<file path="src/rtl/iter_muldiv_pkg.sv">
package iter_muldiv_pkg;

  typedef enum logic [1:0] {
    OP_MULU = 2'b00,
    OP_MULS = 2'b01,
    OP_DIVU = 2'b10,
    OP_DIVS = 2'b11
  } mdOp_e;

  typedef enum logic [1:0] {
    ST_IDLE,
    ST_SETUP,
    ST_ITER,
    ST_FIX
  } mdState_e;

  // strobes from control to datapath
  typedef struct packed {
    logic load;   // capture raw operands and opcode
    logic setup;  // take magnitudes, arrange working register
    logic step;   // one shift-add or shift-subtract iteration
    logic fix;    // apply result signs
  } mdStrobe_t;

endpackage

</file>
<file path="src/rtl/iter_muldiv_ctrl.sv">
module iter_muldiv_ctrl
  import iter_muldiv_pkg::*;
#(
  parameter int WIDTH = 32
) (
  input  logic      clk,
  input  logic      rstN,
  input  logic      start,
  output mdStrobe_t strb,
  output logic      busy,
  output logic      done
);
  localparam int CNT_W = (WIDTH > 1) ? $clog2(WIDTH) : 1;
  localparam logic [CNT_W-1:0] LAST_STEP = CNT_W'(WIDTH - 1);

  mdState_e         state;
  logic [CNT_W-1:0] stepCnt;

  always_ff @(posedge clk or negedge rstN) begin
    if (!rstN) begin
      state   <= ST_IDLE;
      stepCnt <= '0;
      done    <= 1'b0;
    end else begin
      done <= (state == ST_FIX);
      unique case (state)
        ST_IDLE:  if (start) state <= ST_SETUP;
        ST_SETUP: begin
          state   <= ST_ITER;
          stepCnt <= '0;
        end
        ST_ITER: begin
          stepCnt <= stepCnt + CNT_W'(1);
          if (stepCnt == LAST_STEP) state <= ST_FIX;
        end
        ST_FIX:   state <= ST_IDLE;
        default:  state <= ST_IDLE;
      endcase
    end
  end

  always_comb begin
    strb.load  = (state == ST_IDLE) && start;
    strb.setup = (state == ST_SETUP);
    strb.step  = (state == ST_ITER);
    strb.fix   = (state == ST_FIX);
    busy       = (state != ST_IDLE);
  end

  // completion pulse lands only once the unit is idle again
  assert_done_idle_R8: assert property (@(posedge clk) disable iff (!rstN)
    done |-> !busy);

  // done never lasts more than one cycle
  assert_done_single_R8: assert property (@(posedge clk) disable iff (!rstN)
    done |=> !done);

  // sign-correction cycle is followed by the done pulse
  assert_fix_then_done_R8: assert property (@(posedge clk) disable iff (!rstN)
    (state == ST_FIX) |=> done);

  // busy only rises because of a start seen while idle
  assert_busy_from_start_R9: assert property (@(posedge clk) disable iff (!rstN)
    $rose(busy) |-> $past(start));

  // iterations run uninterrupted until the last step
  assert_iter_continues_R8: assert property (@(posedge clk) disable iff (!rstN)
    (state == ST_ITER && stepCnt != LAST_STEP) |=> (state == ST_ITER));

endmodule

</file>
<file path="src/rtl/iter_muldiv_dp.sv">
module iter_muldiv_dp
  import iter_muldiv_pkg::*;
#(
  parameter int WIDTH = 32
) (
  input  logic             clk,
  input  logic             rstN,
  input  mdStrobe_t        strb,
  input  logic [1:0]       op,
  input  logic [WIDTH-1:0] opA,
  input  logic [WIDTH-1:0] opB,
  output logic [WIDTH-1:0] hiOut,
  output logic [WIDTH-1:0] loOut
);
  localparam int W2 = 2 * WIDTH;

  logic [W2-1:0]    work;    // {hi, lo}
  logic [WIDTH-1:0] opnd;    // multiplicand or divisor magnitude
  logic             isDiv, isSigned, negLo, negHi;

  // operand magnitudes taken from the raw values parked in work
  logic [WIDTH-1:0] rawA, rawB, magA, magB;
  always_comb begin
    rawA = work[W2-1:WIDTH];
    rawB = work[WIDTH-1:0];
    magA = (isSigned && rawA[WIDTH-1]) ? -rawA : rawA;
    magB = (isSigned && rawB[WIDTH-1]) ? -rawB : rawB;
  end

  // the one shared adder
  logic [WIDTH:0]   addA, addB;
  logic             addCin;
  logic [WIDTH+1:0] addSum;
  always_comb begin
    if (isDiv) begin
      addA   = work[W2-1:WIDTH-1];
      addB   = ~{1'b0, opnd};
      addCin = 1'b1;
    end else begin
      addA   = {1'b0, work[W2-1:WIDTH]};
      addB   = work[0] ? {1'b0, opnd} : '0;
      addCin = 1'b0;
    end
    addSum = {1'b0, addA} + {1'b0, addB} + (WIDTH + 2)'(addCin);
  end

  logic             fits;
  logic [W2-1:0]    stepNext;
  always_comb begin
    fits = addSum[WIDTH+1];
    if (isDiv)
      stepNext = {(fits ? addSum[WIDTH-1:0] : work[W2-2:WIDTH-1]),
                  work[WIDTH-2:0], fits};
    else
      stepNext = {addSum[WIDTH:0], work[WIDTH-1:1]};
  end

  logic [W2-1:0] fixNext;
  always_comb begin
    if (isDiv)
      fixNext = {(negHi ? -work[W2-1:WIDTH] : work[W2-1:WIDTH]),
                 (negLo ? -work[WIDTH-1:0] : work[WIDTH-1:0])};
    else
      fixNext = negLo ? -work : work;
  end

  always_ff @(posedge clk or negedge rstN) begin
    if (!rstN) begin
      work     <= '0;
      opnd     <= '0;
      isDiv    <= 1'b0;
      isSigned <= 1'b0;
      negLo    <= 1'b0;
      negHi    <= 1'b0;
    end else if (strb.load) begin
      work     <= {opA, opB};
      isDiv    <= op[1];
      isSigned <= op[0];
    end else if (strb.setup) begin
      opnd  <= isDiv ? magB : magA;
      work  <= {{WIDTH{1'b0}}, (isDiv ? magA : magB)};
      negLo <= isSigned && (rawA[WIDTH-1] ^ rawB[WIDTH-1]);
      negHi <= isSigned && rawA[WIDTH-1];
    end else if (strb.step) begin
      work <= stepNext;
    end else if (strb.fix) begin
      work <= fixNext;
    end
  end

  assign hiOut = work[W2-1:WIDTH];
  assign loOut = work[WIDTH-1:0];

  // restoring divide keeps the partial remainder below the divisor
  assert_rem_bound_R5: assert property (@(posedge clk) disable iff (!rstN)
    ($past(strb.step) && isDiv && (opnd != '0)) |-> (work[W2-1:WIDTH] < opnd));

endmodule

</file>
<file path="src/rtl/iter_muldiv.sv">
module iter_muldiv
  import iter_muldiv_pkg::*;
#(
  parameter int WIDTH = 32
) (
  input  logic             clk,
  input  logic             rstN,
  input  logic             start,
  input  logic [1:0]       op,
  input  logic [WIDTH-1:0] opA,
  input  logic [WIDTH-1:0] opB,
  output logic             busy,
  output logic             done,
  output logic [WIDTH-1:0] hiOut,
  output logic [WIDTH-1:0] loOut
);
  mdStrobe_t strb;

  iter_muldiv_ctrl #(.WIDTH(WIDTH)) ctrl (
    .clk(clk), .rstN(rstN), .start(start),
    .strb(strb), .busy(busy), .done(done)
  );

  iter_muldiv_dp #(.WIDTH(WIDTH)) dp (
    .clk(clk), .rstN(rstN), .strb(strb), .op(op),
    .opA(opA), .opB(opB), .hiOut(hiOut), .loOut(loOut)
  );

  // results hold while idle with no start
  assert_hold_idle_R10: assert property (@(posedge clk) disable iff (!rstN)
    (!busy && !$past(busy) && !$past(start)) |-> ($stable(hiOut) && $stable(loOut)));

endmodule

</file>
<file path="config.mk">
export PLATFORM = sky130hd
export DESIGN_NAME = iter_muldiv
export DESIGN_NICKNAME = d
export VERILOG_FILES = /design/src/rtl/iter_muldiv_pkg.sv /design/src/rtl/iter_muldiv_ctrl.sv /design/src/rtl/iter_muldiv_dp.sv /design/src/rtl/iter_muldiv.sv
export SDC_FILE = /design/constraint.sdc
export NUM_CORES = 1
export LEC_CHECK = 0
export ABC_AREA = 1
export ABC_CLOCK_PERIOD_IN_PS = 3700
export BUFFER_PORTS_ARGS = -buffer_cell sky130_fd_sc_hd__buf_2
export CAP_MARGIN = 20
export CORE_MARGIN = 2
export CORE_UTILIZATION = 40
export CTS_CLUSTER_DIAMETER = 40
export DETAILED_ROUTE_END_ITERATION = 10
export HOLD_SLACK_MARGIN = 0.03
export PLACE_DENSITY = 0.55
export SLEW_MARGIN = 20
export SYNTH_ARGS = -nofsm -noshare
export SYNTH_HDL_FRONTEND = slang
export SYNTH_SLANG_ARGS = --single-unit
</file>
<file path="constraint.sdc">
create_clock -name clk -period 3.7 [get_ports clk]
set_clock_uncertainty 0.15 [all_clocks]
set_input_delay 0.37 -clock clk [delete_from_list [all_inputs] [get_ports clk]]
set_output_delay 0.37 -clock clk [all_outputs]
set_load 0.01 [all_outputs]
</file>
==> results.cfg, run 1 <==
[run_status]
status = finished clean

[grt]
antenna_found_initial = 0
grt_usage = 0.351
grt_overflow = 0
grt_max_degree = 76
grt_pass1_wl_mm = 94.3
first_global_vias = 15100

[timing]
hold_viol = 0
min_period_ns = 3.44
maxSlewViolCount = 0
finalSetupViolations = 0
rsz0062_at_grt = false
worstMarginPinSlew_ns = 0.972
setup_tns_ns = 0
finalCritPeriodShare = 0.930
relSlewSlack = 0.351
fmax_mhz = 291

[synthesis]
synthCells = 2353
syn_avg_cell_area_um2 = 5.77
yosysWarnings = 0
ys_types = 49
synthArstFlopShare = 1.00
synth_area_mm2 = 0.0136
synth_flop_cell = dfrtp_1
synth_edf_count = 0
syn_nets = 2465
seq_area_frac_synth = 0.199
ys_ff_latch = 108

[clock_tree]
cts_made_buffers = 9
insertion_delay_ns = 0.40
cts_buffer_depth = 2
htree_levels = 3
clk_pin_slew_ns = 0.09
clock_sinks = 108
cts_tree = yes
root_buffer = clkbuf_16

[drt]
drtIter0Drc = 1954
avgRoutedWirePerCell_um = 21.5
dr.pass1.iters = 6
routed_via_density = 5.67
drc = 0
via_count = 16400
postRouteAntennaNets = 0
routed_wl_mm = 62.3

[critical_path]
r2r-start = dp.isDiv
arrival_ns = 3.57
cp_data_required_time_ns = 3.83
cp_max_fo = 31
end_kind = flip-flop
r2r-end = dp.work[59]
worstRegToRegCells = 17
path_class = flip-flop to flip-flop
critPathLaunch = dp.isDiv
crit_path_start_kind = flip-flop
reg2reg_setup_slack_ns = 0.26

[worst_hold_path]
whs_path_depth = 3
min_from = opB[7]
worstHoldEndpoint = dp.work[7]
min-delay-path-class = input pin to flip-flop

[die]
io_pins = 135
die_area_mm2 = 0.0354
start_util = 0.406
core_mm2 = 0.0334
dieWidth_um = 188
rows = 67
die_h_um = 188

[layout]
syn_to_final_growth_pct = 11.2
final_util = 0.451
stdcell_count = 2895
fill_cells = 3689
fin_nets = 2554
layout-drive-gt1-share = 0.134
diodes = 0

[place]
dp.cells = 2874
gp_congestion = 1.02
dp_hpwl_mm = 48.0
port_buffers = 134

[flow_run]
cap_viol_max_count = 0
==> flip-flops by register name (all words and copies together) (netlist names) <==
name / flops
dp.opnd: 32
dp.negLo: 1
ctrl.done: 1
dp.isDiv: 1
ctrl.state: 2
dp.negHi: 1
dp.work: 64
dp.isSigned: 1
ctrl.stepCnt: 5
==> cell usage after synthesis (all sizes together), types with 7 or more instances <==
| cell | count | area (um^2) |
|---|---|---|
| nand2 | 767 | 2960 |
| dfrtp | 108 | 2700 |
| xor2 | 52 | 455 |
| nor2 | 311 | 1390 |
| buf | 60 | 343 |
| o22ai | 9 | 56.3 |
| clkbuf | 59 | 221 |
| a21oi | 170 | 866 |
| o221ai | 12 | 105 |
| nand3b | 7 | 52.6 |
| o21ai | 181 | 906 |
| inv | 221 | 830 |
| nand3 | 181 | 956 |
| xnor2 | 15 | 131 |
| nand4 | 67 | 419 |
| nor3 | 16 | 90.1 |
| o211ai | 40 | 305 |
| ha | 41 | 513 |
==> per-layer routing <==
layer  wire length, um  GRT usage  share of wire  vias to the layer above
met5                 0          0              0                        -
met4              2830      0.157          0.045                        0
met2             26200      0.521           0.42                      771
li1                  -          -              -                     7863
met3              4910     0.0415          0.079                      111
met1             28400      0.507           0.46                     7671
==> critical path: stages, from the launching register on <==
cell,delay (ns)
dfrtp_4,0.52
clkinv_2,0.08
nand2_1,0.09
buf_12,0.19
a21oi_1,0.38
ha_1,0.31
nand2_2,0.11
nor2_2,0.17
nand3_1,0.15
nand3_2,0.12
nand2_2,0.06
nand2_2,0.12
nand2_4,0.09
nand2_8,0.16
buf_4,0.30
nand3_1,0.12
nand4_1,0.11
a21oi_1,0.08
==> per-stage QoR <==
stage	hold WS (ns)	worst slack, ns	instance area, um^2
floorplan	-0.0756	0.498	13600
global placement	0.321	0.299	14700
detailed placement	0.326	0.259	14700
CTS	0.0821	0.239	15100
global route	0.139	0.0346	15100
finish	0.0825	0.260	15100
==> repair_timing <==
action,in CTS,in global routing
hold buffers,2,0
gates resized for setup,0,3
endpoints found under the setup margin,0,7
buffers inserted,0,3
hold endpoints to repair,55,0
==> cells by family (layout without fill, tap and decap cells) <==
logic type / count (synthesis) / after routing / synth area share
buffers and inverters: 345 / 439 / 0.104
and+or+nand+nor: 1361 / 1361 / 0.439
AOI/OAI and AO/OA: 429 / 429 / 0.174
xor gates and xnor gates: 67 / 67 / 0.0432
adders and majority gates: 43 / 43 / 0.0407
DFF: 108 / 108 / 0.199
==> worst max-delay path by stage <==
stage / end / slack (ns) / cells after the start
detailed placement: dp.work[59] / 0.26 / 18
floorplan: dp.work[51] / 0.50 / 22
global placement: dp.work[49] / 0.30 / 18
finish: dp.work[59] / 0.26 / 17
CTS: dp.work[59] / 0.24 / 18
global route: dp.work[54] / 0.03 / 20
==> cell type report <==
cell class	count	area [um^2]	area share
repair buffers	197	1210	0.0801
flip-flops and latches	108	2710	0.179
multi-input cells	1900	9470	0.627
well taps	448	561	0.0371
clock buffers	9	225	0.0149
clock inverters	7	77.6	0.00514
inverters	226	850	0.0563
==> cell usage in the layout (no fill, tap or decap), drive strengths merged, types with 9 or more instances in the layout <==
| master | netlist | layout |
|---|---|---|
| nor3 | 16 | 16 |
| xor2 | 52 | 52 |
| nand2 | 767 | 767 |
| clkbuf | 59 | 9 |
| nand3 | 181 | 181 |
| o211ai | 40 | 40 |
| dfrtp | 108 | 108 |
| nor2 | 311 | 311 |
| o22ai | 9 | 9 |
| o221ai | 12 | 12 |
| o21ai | 181 | 181 |
| inv | 221 | 224 |
| buf | 60 | 195 |
| ha | 41 | 41 |
| xnor2 | 15 | 15 |
| nand4 | 67 | 67 |
| a21oi | 170 | 170 |
Power of run 1 is left out: the tool's default activity adds up to more than one toggle a clock period on the data nets, which glitch-free logic cannot reach.
==> inputs of run 2 (changes only) <==
CELL_PAD_IN_SITES_DETAIL_PLACEMENT = 1   (was unset)
CELL_PAD_IN_SITES_GLOBAL_PLACEMENT = 1   (was unset)
PLACE_DENSITY = 0.76   (was 0.55)
SYNTH_HIERARCHICAL = 1   (was unset)
==> run 2 against run 1 <==
  * Sequential share of layout area down 0.25 points
  * Largest cell class unchanged
  * Critical path depth down 2
  * First-iteration DRC count down 26%
  * Clock-buffer cell count up 1
  * Die area down 0.27%
  * Via count up 2.6%
  * Highest routed layer is now met5
  * Design area up 1.4%
==> results.cfg, run 2 <==
[critical_path]
r2r-end = dp/work[19]
cp_data_required_time_ns = 3.82
cp_max_fo = 12
reg2reg_setup_slack_ns = 0.11
worstRegToRegCells = 15
r2r-start = ctrl/state[0]
arrival_ns = 3.71
end_kind = flip-flop
path_class = flip-flop to flip-flop
crit_path_start_kind = flip-flop
critPathLaunch = ctrl/state[0]

[synthesis]
syn_avg_cell_area_um2 = 5.86
synth_edf_count = 0
synth_top_area_share = 0.209
yosys.area.top_type = nand2_1
synth_common_cells = nand2_1 (752), nor2_1 (225), inv_1 (207), nand3_1 (199), o21ai_0 (164)
ys_types = 63
synth_flop_cell = dfrtp_1
synth_area_leaders = nand2_1 (21%), dfrtp_1 (20%), nand3_1 (7.4%)
ys_ff_latch = 108
seq_area_frac_synth = 0.200
yosysMostFrequentCell = nand2_1
synthCells = 2311
syn_nets = 2423
yosysWarnings = 6
synth_area_mm2 = 0.0135
synthArstFlopShare = 1.00

[run_status]
status = finished clean

[timing]
hold-worst-slack_ns = 0.0642
rsz0062_at_grt = true
worstMarginPinSlew_ns = 0.985
min_period_ns = 3.59
fmax_mhz = 279
finalSetupViolations = 0
maxSlewViolCount = 0
setup_ws_ns = 0.113
relSlewSlack = 0.342
finalCritPeriodShare = 0.969
hold_viol = 0

[clock_tree]
clock_sinks = 108
cts_buffer_depth = 2
htree_levels = 3
insertion_delay_ns = 0.38
clk_pin_slew_ns = 0.09
cts_made_buffers = 9
root_buffer = clkbuf_16
cts_tree = yes

[layout]
top_register = dp/work
layout-drive-gt1-share = 0.145
stdcell_count = 2885
final_common_cell = nand2_1
syn_to_final_growth_pct = 13.1
fill_cells = 4730
fin_area_mm2 = 0.0153
diodes = 0
largestRegisters = dp/work (64), dp/opnd (32), ctrl/stepCnt (5)
largest_register_ffs = 64
final_cell_mix = nand2_1 (752), nor2_1 (224), inv_1 (205), nand3_1 (199), o21ai_0 (163)
fin_nets = 2544

[drt]
postRouteAntennaNets = 0
wl_met1_mm = 29.5
met2_length_mm = 30.8
via_count = 16800
drc = 0
routed_wl_mm = 67.5
wl_met3_mm = 4.61
drtIter0Drc = 1441
avgRoutedWirePerCell_um = 23.4
dr.pass1.iters = 5
dr.max_layer_used = met5
routed_via_density = 5.84

[place]
dp.cells = 2866
port_buffers = 134
place_ws_ns = 0.0351
gp_congestion = 0.992
dpl_cell_area_mm2 = 0.0150
dp_hpwl_mm = 54.5

[grt]
antenna_found_initial = 1
grt_pass1_wl_mm = 103
grt_max_degree = 99
grt_overflow = 0
grt_usage = 0.383
first_global_vias = 17100

[worst_hold_path]
whs_path_depth = 3
min_from = op[0]
min-delay-path-class = input pin to flip-flop
worstHoldEndpoint = dp/isSigned

[die]
dieWidth_um = 188
die_area_mm2 = 0.0353
rows = 67
io_pins = 135
core_mm2 = 0.0334
die_h_um = 188
start_util = 0.405

[flow_run]
cap_viol_max_count = 0
==> run 2: changes by cell type after synthesis, sizes merged, moves of 6 or more <==
| cell | delta |
|---|---|
| xnor2 | -8 |
| o21ai | +29 |
| o22ai | -6 |
| o221ai | +6 |
| a21boi | +24 |
| nand4 | -25 |
| nor2 | -45 |
| nand3 | +25 |
| o211ai | -17 |
| xor2 | +8 |
| a21oi | -72 |
| clkbuf | -14 |
| inv | +14 |
| a221oi | +17 |
==> run 2: logic make-up after synthesis <==
family / after synthesis / share of synthesized area
compound gates: 423 / 0.184
xor+xnor: 67 / 0.0439
fa+ha+maj: 43 / 0.0409
buf+inv: 351 / 0.107
flops: 108 / 0.200
mux: 2 / 0.00148
simple gates: 1317 / 0.423
==> run 2: worst max-delay path, cell delays in order, from the launching register on <==
cell,delay [ns]
dfrtp_1,0.43
inv_1,0.12
ha_1,0.20
nand2_1,0.08
inv_2,0.08
inv_2,0.04
nand2_2,0.22
inv_1,0.29
nand2_1,0.25
nand2_1,0.39
inv_1,0.52
o211ai_1,0.25
a21oi_1,0.18
o21ai_1,0.09
o22ai_1,0.13
inv_1,0.05
==> run 2: per-layer routing <==
| metal | track usage | up-vias |
|---|---|---|
| li1 | - | 7810 |
| met1 | 0.515 | 8263 |
| met2 | 0.628 | 639 |
| met3 | 0.0470 | 128 |
| met4 | 0.141 | 2 |
| met5 | 0 | - |
==> run 2: worst max path at each step <==
stage                  end  cells after the start
2_1_floorplan  dp/work[39]                     19
3_3_place_gp   dp/work[60]                     16
3_5_place_dp   dp/work[60]                     16
4_1_cts        dp/work[60]                     16
5_1_grt        dp/work[41]                     17
6_report       dp/work[19]                     15
==> run 2: stage by stage <==
stage	util	setup TNS (ns)
detailed placement	0.447	0
global route	0.458	-0.224
CTS	0.457	0
floorplan	-	0
finish	0.458	0
global placement	0.447	0
==> run 2: timing repair <==
action                                  4_1_cts  5_1_grt
hold buffers                                  1        0
gates resized for setup                       0        6
endpoints found under the setup margin        0       32
buffers inserted                              0        2
hold endpoints to repair                     42        0
==> run 2: area by class of cell <==
class	count	area, um^2	area share
clock buffers	10	239	0.0156
multi-input cells	1852	9400	0.614
flip-flops and latches	108	2710	0.177
repair buffers	219	1420	0.0926
well taps	448	561	0.0366
clock inverters	6	60.1	0.00392
inverters	242	918	0.0600
Power of run 2 is left out for the same reason.
==> inputs of run 3 (changes only) <==
ABC_AREA = unset   (was 1)
PLACE_DENSITY = 0.73   (was 0.76)
==> run 3 against run 2 <==
  * The run now ends with setup timing left
  * Via count decreased by 21%
  * Clock-buffer cell count unchanged
  * Largest cell class unchanged
  * Non-clock buffer count increased by 121
  * Wire length decreased by 23%
  * First-iteration DRC count decreased by 31%
==> results.cfg, run 3 <==
[run_status]
status = finished, violations left
violations = setup timing

[timing]
relSlewSlack = 0.411
hold_viol = 0
setup_tns_ns = -0.0327
finalSetupViolations = 3
setup_ws_ns = -0.0178
min_period_ns = 3.72
maxSlewViolCount = 0
rsz0062_at_grt = true
finalCritPeriodShare = 1.00
fmax_mhz = 269
worstMarginPinSlew_ns = 0.883

[clock_tree]
cts_buffer_depth = 2
cts_made_buffers = 9
htree_levels = 3
root_buffer = clkbuf_16
insertion_delay_ns = 0.37
clock_sinks = 108
cts_tree = yes
clk_pin_slew_ns = 0.09

[synthesis]
yosys.area.top_type = dfrtp_1
seq_area_frac_synth = 0.237
yosysWarnings = 6
synth_top_area_share = 0.237
ys_types = 79
yosysMostFrequentCell = nand2_1
ys_ff_latch = 108
syn_nets = 1678
synthArstFlopShare = 1.00
synth_area_mm2 = 0.0114
synth_edf_count = 0
synthCells = 1566
synth_area_leaders = dfrtp_1 (24%), o21ai_0 (8.1%), nand2_1 (6.1%)
synth_flop_cell = dfrtp_1
synth_common_cells = nand2_1 (186), o21ai_0 (184), nor2_1 (155), a21oi_1 (135), clkbuf_1 (123)
syn_avg_cell_area_um2 = 7.30

[critical_path]
crit_top_cell = fa_2
crit_path_start_kind = flip-flop
crit_path_cell_trace = buf_12, a21oi_4, fa_2, inv_2, fa_2, a21o_1, a221oi_4, buf_4, o21ai_2, a211o_1, a31oi_1, a21oi_1, xor2_1, o221ai_1, o22ai_1
worstRegToRegCells = 15
cp_max_fo = 9
path_class = flip-flop to flip-flop
slowest_delay_ns = 0.55
end_kind = flip-flop
cp_data_required_time_ns = 3.79
arrival_ns = 3.81
slowest_stage = dfrtp_4

[layout]
fill_cells = 3543
fin_nets = 1879
syn_to_final_growth_pct = 28.0
layout-drive-gt1-share = 0.288
stdcell_count = 2150
final_common_cell = buf_4
diodes = 0
final_util = 0.524
largest_register_ffs = 64
final_cell_mix = buf_4 (186), nand2_1 (180), o21ai_0 (162), nor2_1 (152), buf_2 (134)
top_register = dp/work
largestRegisters = dp/work (64), dp/opnd (32), ctrl/stepCnt (5)

[grt]
grt_util_met2 = 0.530
grt_max_degree = 71
first_global_vias = 13300
grtUsageMet3 = 0.0569
grt_overflow = 0
grt_usage = 0.334
grt_pass1_wl_mm = 78.7
antenna_found_initial = 0
grt-busiest-layer = met2
use_met1 = 0.456

[worst_hold_path]
whs_path_depth = 3
min-delay-path-class = input pin to flip-flop

[drt]
via_count = 13200
drc = 0
avgRoutedWirePerCell_um = 24.1
drtIter0Drc = 998
routed_via_density = 6.16
postRouteAntennaNets = 0
routed_wl_mm = 51.8
dr.pass1.iters = 6

[die]
core_mm2 = 0.0279
rows = 61
die_area_mm2 = 0.0299
die_h_um = 173
dieWidth_um = 173
io_pins = 135
start_util = 0.409

[place]
gp_congestion = 0.949
dp.cells = 2100
port_buffers = 134
dp_hpwl_mm = 39.1

[flow_run]
cap_viol_max_count = 0
run 3: changes by cell type in the layout (fill, tap and decap cells not counted), moves of 26 or more:
cell,delta
inv_2,-26
nand4_1,-32
o21ai_1,-31
mux2_2,+35
nor2_1,-72
xnor2_1,+55
inv_1,-182
nand3_1,-172
nand2_1,-572
buf_4,+110
mux2i_1,+29
a21oi_1,+32
run 3: final cells by class:
| cell class | instances | area, um^2 | area share |
|---|---|---|---|
| multi-input combinational | 1281 | 8620 | 0.589 |
| clock inverter | 6 | 65.1 | 0.00445 |
| timing repair buffer | 340 | 2420 | 0.165 |
| inverter | 27 | 104 | 0.00710 |
| clock buffer | 10 | 239 | 0.0163 |
| sequential | 108 | 2710 | 0.185 |
| tap | 378 | 473 | 0.0323 |
run 3: repair_timing:
action | in CTS | in global routing
setup buffers | 3 | 25
cloned | 1 | 4
pin swaps | 9 | 23
endpoints found under the setup margin | 16 | 35
gates resized for setup | 1 | 60
hold buffers | 1 | 0
endpoints found under the hold margin | 45 | 0
run 3: worst max-delay path: cells and delay by family, from the launching register on:
family,cells,cell delay (ns)
AO/OA/AOI/OAI,9,1.67
XOR/XNOR,1,0.18
adder cells (fa/ha/maj),2,0.63
buffers and inverters,3,0.41
flip-flops,1,0.55
run 3: worst paths after layout:
check / from / endpoint / slack (ns)
min: op[0] / dp/isSigned / 0.07
min reg2reg: dp/negHi / dp/negHi / 0.35
min in group asynchronous: rstN / ctrl/stepCnt[0] / 0.41
max reg2reg: dp/isDiv / dp/work[55] / -0.02
max in group asynchronous: rstN / dp/work[58] / 1.98
max: dp/isDiv / dp/work[55] / -0.02
run 3: cell families after synthesis:
kind of cell             share of synthesized area
AO/OA/AOI/OAI                                0.296
XOR/XNOR                                    0.0812
adder cells (fa/ha/maj)                     0.0484
buffers and inverters                       0.0601
flip-flops                                   0.237
multiplexers                                0.0666
AND/OR/NAND/NOR                              0.212
run 3: stage by stage:
step | hold slack (ns) | worst slack, ns | area (um^2)
2_1_floorplan | -0.0756 | -0.0679 | 12100
3_3_place_gp | 0.294 | -0.0370 | 13800
3_5_place_dp | 0.300 | -0.160 | 13800
4_1_cts | 0.0625 | 0.00621 | 14200
5_1_grt | 0.109 | -0.129 | 14600
6_report | 0.0676 | -0.0178 | 14600
run 3: per-layer routing:
layer | vias up | wire length (um)
li1 | 6081 | -
met1 | 6586 | 23000
met2 | 481 | 23700
met3 | 101 | 3530
met4 | 0 | 1710
met5 | - | 0
Power of run 3 is left out for the same reason.
